File: config.mk
export PLATFORM = sky130hd
export DESIGN_NAME = rsb_unit
export DESIGN_NICKNAME = d
export VERILOG_FILES = /design/src/rtl/rsb_pkg.sv /design/src/rtl/rsb_shift.sv /design/src/rtl/rsb_bitop.sv /design/src/rtl/rsb_unit.sv
export SDC_FILE = /design/constraint.sdc
export NUM_CORES = 1
export LEC_CHECK = 0
export ABC_AREA = 1
export BUFFER_PORTS_ARGS = -buffer_cell sky130_fd_sc_hd__buf_2
export CAP_MARGIN = 20
export CORE_MARGIN = 3
export CORE_UTILIZATION = 25
export DETAILED_ROUTE_END_ITERATION = 16
export PLACE_DENSITY = 0.56
export SLEW_MARGIN = 20
export SYNTH_ARGS = -nofsm -noshare
export SYNTH_HDL_FRONTEND = slang
export SYNTH_SLANG_ARGS = --single-unit
File: constraint.sdc
create_clock -name vclk -period 2.6
set_clock_uncertainty 0.1 [all_clocks]
set_input_delay 0.26 -clock vclk [all_inputs]
set_output_delay 0.26 -clock vclk [all_outputs]
set_load 0.03 [all_outputs]
File: src/rtl/rsb_pkg.sv
package rsb_pkg;

   typedef enum logic [3:0] {
      OP_RLC  = 4'd0,
      OP_RRC  = 4'd1,
      OP_RL   = 4'd2,
      OP_RR   = 4'd3,
      OP_SLA  = 4'd4,
      OP_SRA  = 4'd5,
      OP_SRL  = 4'd6,
      OP_SWAP = 4'd7,
      OP_BTST = 4'd8,
      OP_BCLR = 4'd9,
      OP_BSET = 4'd10
   } rsb_op_e;

   localparam int unsigned FM_Z = 3;
   localparam int unsigned FM_N = 2;
   localparam int unsigned FM_H = 1;
   localparam int unsigned FM_C = 0;

   function automatic logic is_rotate(input rsb_op_e op);
      return (op == OP_RLC) || (op == OP_RRC) || (op == OP_RL) || (op == OP_RR);
   endfunction

   function automatic logic is_shift_class(input rsb_op_e op);
      return is_rotate(op) || (op == OP_SLA) || (op == OP_SRA) || (op == OP_SRL);
   endfunction

endpackage

File: src/rtl/rsb_shift.sv
module rsb_shift
   import rsb_pkg::*;
#(
   parameter int unsigned DATA_W = 8
) (
   input  logic [DATA_W-1:0] opnd_i,
   input  logic              cin_i,
   input  rsb_op_e           op_i,
   output logic [DATA_W-1:0] res_o,
   output logic              cout_o
);
   localparam int unsigned MSB = DATA_W - 1;

   logic go_left;
   logic fill_lo;
   logic fill_hi;

   always_comb begin
      go_left = (op_i == OP_RLC) || (op_i == OP_RL) || (op_i == OP_SLA);
      unique case (op_i)
         OP_RLC:  fill_lo = opnd_i[MSB];
         OP_RL:   fill_lo = cin_i;
         default: fill_lo = 1'b0;
      endcase
      unique case (op_i)
         OP_RRC:  fill_hi = opnd_i[0];
         OP_RR:   fill_hi = cin_i;
         OP_SRA:  fill_hi = opnd_i[MSB];
         default: fill_hi = 1'b0;
      endcase
      cout_o = go_left ? opnd_i[MSB] : opnd_i[0];
   end

   for (genvar i = 0; i < DATA_W; i++) begin : g_lane
      if (i == 0) begin : g_lo
         assign res_o[i] = go_left ? fill_lo : opnd_i[i+1];
      end else if (i == MSB) begin : g_hi
         assign res_o[i] = go_left ? opnd_i[i-1] : fill_hi;
      end else begin : g_mid
         assign res_o[i] = go_left ? opnd_i[i-1] : opnd_i[i+1];
      end
   end

   always_comb begin
      if (is_shift_class(op_i)) begin
         p_one_lane_move_r3: assert ($countones(res_o) <= $countones(opnd_i) + 1)
            else $error("shift lane count grew by more than one");
      end
   end

endmodule

File: src/rtl/rsb_bitop.sv
module rsb_bitop
   import rsb_pkg::*;
#(
   parameter int unsigned DATA_W = 8,
   localparam int unsigned IDX_W = $clog2(DATA_W),
   localparam int unsigned HALF  = DATA_W / 2
) (
   input  logic [DATA_W-1:0] opnd_i,
   input  logic [IDX_W-1:0]  bidx_i,
   output logic [DATA_W-1:0] swap_o,
   output logic [DATA_W-1:0] clr_o,
   output logic [DATA_W-1:0] set_o,
   output logic              bit_o
);
   logic [DATA_W-1:0] sel;

   for (genvar i = 0; i < DATA_W; i++) begin : g_sel
      assign sel[i] = (bidx_i == IDX_W'(i));
   end

   assign swap_o = {opnd_i[HALF-1:0], opnd_i[DATA_W-1:HALF]};
   assign clr_o  = opnd_i & ~sel;
   assign set_o  = opnd_i | sel;
   assign bit_o  = |(opnd_i & sel);

   always_comb begin
      p_sel_onehot_r8: assert ($onehot0(clr_o ^ set_o))
         else $error("bit select not one-hot");
      p_swap_weight_r6: assert ($countones(swap_o) == $countones(opnd_i))
         else $error("swap changed bit weight");
   end

endmodule

File: src/rtl/rsb_unit.sv
module rsb_unit
   import rsb_pkg::*;
#(
   parameter int unsigned DATA_W = 8,
   localparam int unsigned IDX_W = $clog2(DATA_W)
) (
   input  logic [DATA_W-1:0] opnd_i,
   input  logic              cin_i,
   input  logic [IDX_W-1:0]  bidx_i,
   input  logic [3:0]        op_i,
   input  logic              acc_form_i,
   output logic [DATA_W-1:0] res_o,
   output logic              res_we_o,
   output logic              z_o,
   output logic              n_o,
   output logic              h_o,
   output logic              c_o,
   output logic [3:0]        fmask_o
);
   if ((DATA_W < 2) || (DATA_W % 2 != 0)) begin : g_bad_width
      $error("rsb_unit: DATA_W must be even and at least 2");
   end

   rsb_op_e           op;
   logic [DATA_W-1:0] sh_res;
   logic              sh_cout;
   logic [DATA_W-1:0] sw_res;
   logic [DATA_W-1:0] clr_res;
   logic [DATA_W-1:0] set_res;
   logic              sel_bit;

   assign op = rsb_op_e'(op_i);

   rsb_shift #(.DATA_W(DATA_W)) u_shift (
      .opnd_i (opnd_i),
      .cin_i  (cin_i),
      .op_i   (op),
      .res_o  (sh_res),
      .cout_o (sh_cout)
   );

   rsb_bitop #(.DATA_W(DATA_W)) u_bitop (
      .opnd_i (opnd_i),
      .bidx_i (bidx_i),
      .swap_o (sw_res),
      .clr_o  (clr_res),
      .set_o  (set_res),
      .bit_o  (sel_bit)
   );

   always_comb begin
      res_o    = opnd_i;
      res_we_o = 1'b0;
      z_o      = 1'b0;
      n_o      = 1'b0;
      h_o      = 1'b0;
      c_o      = cin_i;
      fmask_o  = 4'b0000;
      if (is_shift_class(op)) begin
         res_o    = sh_res;
         res_we_o = 1'b1;
         z_o      = (acc_form_i && is_rotate(op)) ? 1'b0 : (sh_res == '0);
         c_o      = sh_cout;
         fmask_o  = 4'b1111;
      end else begin
         unique case (op)
            OP_SWAP: begin
               res_o    = sw_res;
               res_we_o = 1'b1;
               z_o      = (sw_res == '0);
               c_o      = 1'b0;
               fmask_o  = 4'b1111;
            end
            OP_BTST: begin
               z_o      = ~sel_bit;
               h_o      = 1'b1;
               fmask_o  = 4'b1110;
            end
            OP_BCLR: begin
               res_o    = clr_res;
               res_we_o = 1'b1;
            end
            OP_BSET: begin
               res_o    = set_res;
               res_we_o = 1'b1;
            end
            default: ;
         endcase
      end
   end

   always_comb begin
      if (!res_we_o) begin
         p_hold_when_no_write_r9: assert (res_o == opnd_i)
            else $error("result moved without write-enable");
      end
      if (op == OP_BTST) begin
         p_test_keeps_carry_r7: assert (!fmask_o[FM_C] && (c_o == cin_i))
            else $error("bit test touched carry");
      end
      if ((op == OP_BCLR) || (op == OP_BSET)) begin
         p_single_bit_r8: assert ($onehot0(res_o ^ opnd_i) && (fmask_o == 4'b0000))
            else $error("bit write altered more than one bit or flags");
      end
      if ((op == OP_RLC) || (op == OP_RRC)) begin
         p_circ_weight_r2: assert ($countones(res_o) == $countones(opnd_i))
            else $error("circular rotate lost a bit");
      end
      if (acc_form_i && is_rotate(op)) begin
         p_acc_zero_clear_r5: assert (!z_o && fmask_o[FM_Z])
            else $error("accumulator rotate left Z set");
      end
      if (is_shift_class(op)) begin
         p_nh_clear_r4: assert (!n_o && !h_o && (fmask_o == 4'b1111))
            else $error("shift flags wrong");
      end
   end

endmodule

==> summary.md, run 1 <==
| Metric | Value |
|---|---|
| Outcome | finished clean |
| DRT Pass-1 Iters | 4 |
| Seq cells | 0 |
| Synthesized netlist cell count | roughly 190 |
| Layout cells sized above 1 | 0.222 |
| Post-DR vias/cell | between 4 and 5 |
| # DRC | 0 |
| Most frequent cells in the layout | nand2_1, buf_2, nand3_1 |
| Min-delay worst type | in2out |
| GPL Wtd Cong | 0.865 |
| PortBufs | 33 |
| CP max FO | 12 |
| Sw Ratio | 0.711 |
| Final period utilization | 0.744 |
| Post-route ant nets | 0 |
| RSZ-0062 raised after global routing | no |
| Mean routed wirelength per cell | between 10 and 15 um |
| Reg power frac | 0 |
| Kind of critical path | in2out |
| Core area | approximately 3200 um^2 |
| Clock buf count | 0 |
| Std cell rows | 20 |
| Post-Syn Area | 863 um^2 |
| Synth Area per Inst | between 4 and 5 um^2 |
| Max-slew violation count | 0 |
| Area growth syn-to-layout | 21.0% |
| Routed vias | ~1200 |
| Initial antenna violation count | 0 |
| Req. time, crit path | 2.24 ns |
| PwrDens | between 200 and 250 nW/um^2 |
| Min Tclk post-route | roughly 1.9 ns |
| WP data arrival | ~1.6 ns |
| Final nets | roughly 230 |
| Post-CTS Setup Bufs | 0 |
| Worst Setup End Kind | primary output |
| Gr usage total | 0.133 |
| Final setup TNS | 0 ns |
| Total wire length | about 2900 um |
| Number of global-route vias before repair | slightly above 1000 |
| First-pass GRT wire length | 4670 um |
| Top cell by count, worst path | nand2_1 |
| Max stage delay on crit path | 0.26 ns |
| Die W | roughly 65 um |
| Dpl hpwl | ~2400 um |
| Critical path origin | op_i[0] |
| Peak supply drop | ~0.05 mV |
| Sequential share of the synthesized area | 0 |
| Internal power | roughly 0.000062 W |
| Hold Buf Count CTS | 0 |
| Die ar. | ~4200 um^2 |
| Fin. Hold Viols | 0 |
| Switching power | roughly 0.00015 W |
| CP max-delay cell | nand2_1 |
| P_leak | roughly 0.64 nW |
| Register Area | 0 um^2 |
| I/O pin count | 34 |
| Initial Util | 0.272 |
| Gr ovfl total | 0 |
| Clock Power Share | 0 |
| Ys Warns | 0 |
| Max Cap Viol | 0 |
| Crit path capture | z_o |
| # setup viols final | 0 |
| Startpoint types | input port |
| Die height | about 65 um |
| Gate power share | 1.000 |
| Synth Net Count | between 200 and 250 |
| Number of diodes | 0 |
| Hold Path Stages | 4 |
| Worst path cell trace | buf_2, nand2_1, inv_2, nand2_1, nand2_1, inv_1, nand3_1, nor2_1, nand3_1, nand2_1, buf_2 |
| Netlist cell types | 22 |
| Tot Pwr | 0.000214 W |
| Pin count of the biggest net entering global routing | 13 |
| CTS resizes | 0 |
| Fmax | slightly above 500 MHz |
| Most common cell after layout, fill and taps aside | nand2_1 |
| Iter 0 DRT Violations | 111 |
-- worst min-delay path by stage --
stage / endpoint / from
final: c_o / cin_i
after global routing: c_o / cin_i
after CTS: c_o / cin_i
after detailed placement: c_o / cin_i
after global placement: c_o / cin_i
after floorplan: fmask_o[0] / op_i[3]
-- per-layer routing --
metal / track usage / up-vias / wire (um)
li1: - / 651 / -
met1: 0.202 / 524 / 1430
met2: 0.207 / 41 / 1230
met3: 0.00520 / 2 / 155
met4: 0.0211 / 0 / 38
met5: 0 / - / 0
-- kinds of logic (layout without fill, tap and decap cells) --
kind of cell / Yosys count / after routing / synth area share
other: 1 / 1 / 0.00434
AO/OA/AOI/OAI: 30 / 30 / 0.180
AND/OR/NAND/NOR: 123 / 123 / 0.662
buffers and inverters: 32 / 58 / 0.154
-- power groups by stage --
stage	Clock (W)	Combinational [W]	Sequential, W
2_1_floorplan	0	0.000152	0
3_3_place_gp	0	0.000215	0
4_1_cts	0	0.000214	0
5_1_grt	0	0.000236	0
3_5_place_dp	0	0.000213	0
6_report	0	0.000214	0
-- final cells by class --
class,instances,area [um^2]
Fill cell,377,2130
Inverter,25,93.8
Multi-Input combinational cell,154,731
Tap cell,44,55.1
Timing Repair Buffer,33,165
-- worst max-delay path: cells and delay by family --
| kind | cells | cell delay [ns] |
|---|---|---|
| buf+inv | 4 | 0.53 |
| simple gates | 7 | 0.79 |
-- per-stage QoR --
stage | setup WS (ns) | cells | cell area, um^2 | hold slack [ns] | util
floorplan | 0.708 | 186 | 863 | 0.520 | -
global placement | 0.691 | 256 | 1040 | 0.818 | 0.329
detailed placement | 0.671 | 256 | 1040 | 0.809 | 0.329
CTS | 0.668 | 256 | 1040 | 0.810 | 0.329
global route | 0.505 | 256 | 1040 | 0.841 | 0.329
finish | 0.664 | 256 | 1040 | 0.815 | 0.329
-- cell usage after synthesis --
master    instances  area share
nand4_1           2       0.014
nand2_2           1      0.0073
nor2_1           22       0.096
inv_1            22       0.096
a31oi_1           2       0.014
nand3_1          30        0.17
clkbuf_1          3       0.013
nand3_2           1       0.012
nor4_1            2       0.014
nor3_1            1      0.0058
nor2_4            1       0.013
a21oi_1           7       0.041
nand2_1          55        0.24
conb_1            1      0.0043
buf_2             1      0.0058
o21ai_1          14       0.081
o21ai_0           6       0.035
nor2_2            3       0.022
buf_4             3       0.026
inv_2             3       0.013
o211ai_1          1      0.0087
nand2_4           5       0.065
(Power assumes the default switching activity.)
==> run 2, diff against run 1 <==
==> constraint.sdc (replaced) <==
create_clock -name vclk -period 1.85
set_clock_uncertainty 0.1 [all_clocks]
set_input_delay 0.185 -clock vclk [all_inputs]
set_output_delay 0.185 -clock vclk [all_outputs]
set_load 0.03 [all_outputs]
==> run 2 against run 1 <==
Compared with the run above:
- total power grew 44%
- non-clock buffer count grew 3
- sequential share of layout area is the same
- routed wire length grew 4.2%
- critical path depth is the same
- critical path type unchanged
- critical endpoint unchanged
- largest cell class unchanged
==> summary.md, run 2 (synthesized netlist as in run 1, its figures left out) <==
| Metric | Value |
|---|---|
| Internal power | about 0.000091 W |
| Gate power share | 1.000 |
| PortBufs | 33 |
| Clock buf count | 0 |
| # setup viols final | 0 |
| Fin. Hold Viols | 0 |
| Peak supply drop | 0.0564 mV |
| Clock Power Share | 0 |
| Initial Util | 0.272 |
| Most frequent cells in the layout | nand2_1, buf_2, nand3_1 |
| Top Family by Delay on Critical Path | simple AND/OR/NAND/NOR gates |
| P_leak | between 0.6 and 0.7 nW |
| Total wire length | around 3000 um |
| Post-route ant nets | 0 |
| Outcome | finished clean |
| Number of diodes | 0 |
| Hold Buf Count CTS | 0 |
| Post-CTS Setup Bufs | 0 |
| Switching power | approximately 0.00022 W |
| Min Tclk post-route | ~1.7 ns |
| CP max-delay cell | nor2_1 |
| Most common cell after layout, fill and taps aside | nand2_1 |
| Top cell by count, worst path | nand2_1 |
| RSZ-0062 raised after global routing | no |
| Dpl hpwl | roughly 2500 um |
| Core area | roughly 3200 um^2 |
| Post-DR vias/cell | approximately 4.9 |
| Number of global-route vias before repair | 1078 |
| WP buf/inv | 2 |
| WHS | 0.674 ns |
| # DRC | 0 |
| First-pass GRT wire length | 5090 um |
| Mean routed wirelength per cell | about 12 um |
| Final Util | 0.336 |
| Max stage delay on crit path | 0.23 ns |
| Register Area | 0 um^2 |
| Die height | 64.8 um |
| Worst Setup End Kind | primary output |
| Routed vias | 1257 |
| Worst path cell trace | buf_2, nor2_1, nand2_4, nand2_4, nand2_1, nand2_1, nand2_1, nor2_1, nand3_1, nand2_1, buf_2 |
| DRT Pass-1 Iters | 4 |
| Die ar. | between 4000 and 5000 um^2 |
| Placed inst area | 1070 um^2 |
| Kind of critical path | in2out |
| CTS resizes | 0 |
| Sw Ratio | 0.704 |
| CP max FO | 9 |
| Iter 0 DRT Violations | 118 |
| Max Cap Viol | 0 |
| Design Area, Final | approximately 1100 um^2 |
| Pin count of the biggest net entering global routing | 10 |
| Gr usage total | 0.144 |
| Min-delay worst type | in2out |
| Final period utilization | 0.917 |
| Final setup TNS | 0 ns |
| Fillers | between 300 and 400 |
| Area growth syn-to-layout | 23.6% |
| Initial antenna violation count | 0 |
| Fmax | between 500 and 600 MHz |
| Layout cells sized above 1 | 0.233 |
| Seq cells | 0 |
| Req. time, crit path | about 1.6 ns |
| GPL Wtd Cong | 0.877 |
| Reg power frac | 0 |
| Gr ovfl total | 0 |
| Final nets | 234 |
| Startpoint types | input port |
| Die W | about 65 um |
| Max-slew violation count | 0 |
| PwrDens | approximately 290 nW/um^2 |
| WP data arrival | 1.41 ns |
| I/O pin count | 34 |
| Std cell rows | 20 |
## run 2: changes by cell type in the layout (fill, tap and decap cells not counted), sizes merged
cell,change
buf,+3
## run 2: worst paths after layout
check	start	to	slack [ns]	cells after the start
worst min-delay path	cin_i	c_o	0.67	4
worst max-delay path	op_i[0]	z_o	0.15	11
## run 2: cell type report
cell class / count / area, um^2 / area share
tap: 44 / 55.1 / 0.0516
multi-input combinational: 154 / 731 / 0.685
inverter: 25 / 93.8 / 0.0879
timing repair buffer: 36 / 188 / 0.176
## run 2: power by group through the flow
stage	combinational [W]	sequential [W]	clock [W]
finish	0.000309	0	0
global route	0.000343	0	0
CTS	0.000307	0	0
detailed placement	0.000306	0	0
global placement	0.000308	0	0
floorplan	0.000213	0	0
## run 2: worst min-delay path, stage by stage
cell and delay [ns]:
buf_2 0.11, nand2_1 0.06, nand2_1 0.05, buf_2 0.17
## run 2: routing by layer
metal,track usage,wire (um),vias up
met5,0,0,-
met4,0.0106,7,0
met3,0.0243,246,2
met2,0.229,1350,54
met1,0.211,1380,541
li1,-,-,660
## run 2: per-stage QoR
step	instances	worst slack, ns	total power, W
final	259	0.153	0.000309
after CTS	259	0.165	0.000307
after detailed placement	259	0.170	0.000306
after floorplan	186	0.108	0.000213
after global routing	259	0.00880	0.000343
after global placement	259	0.162	0.000308
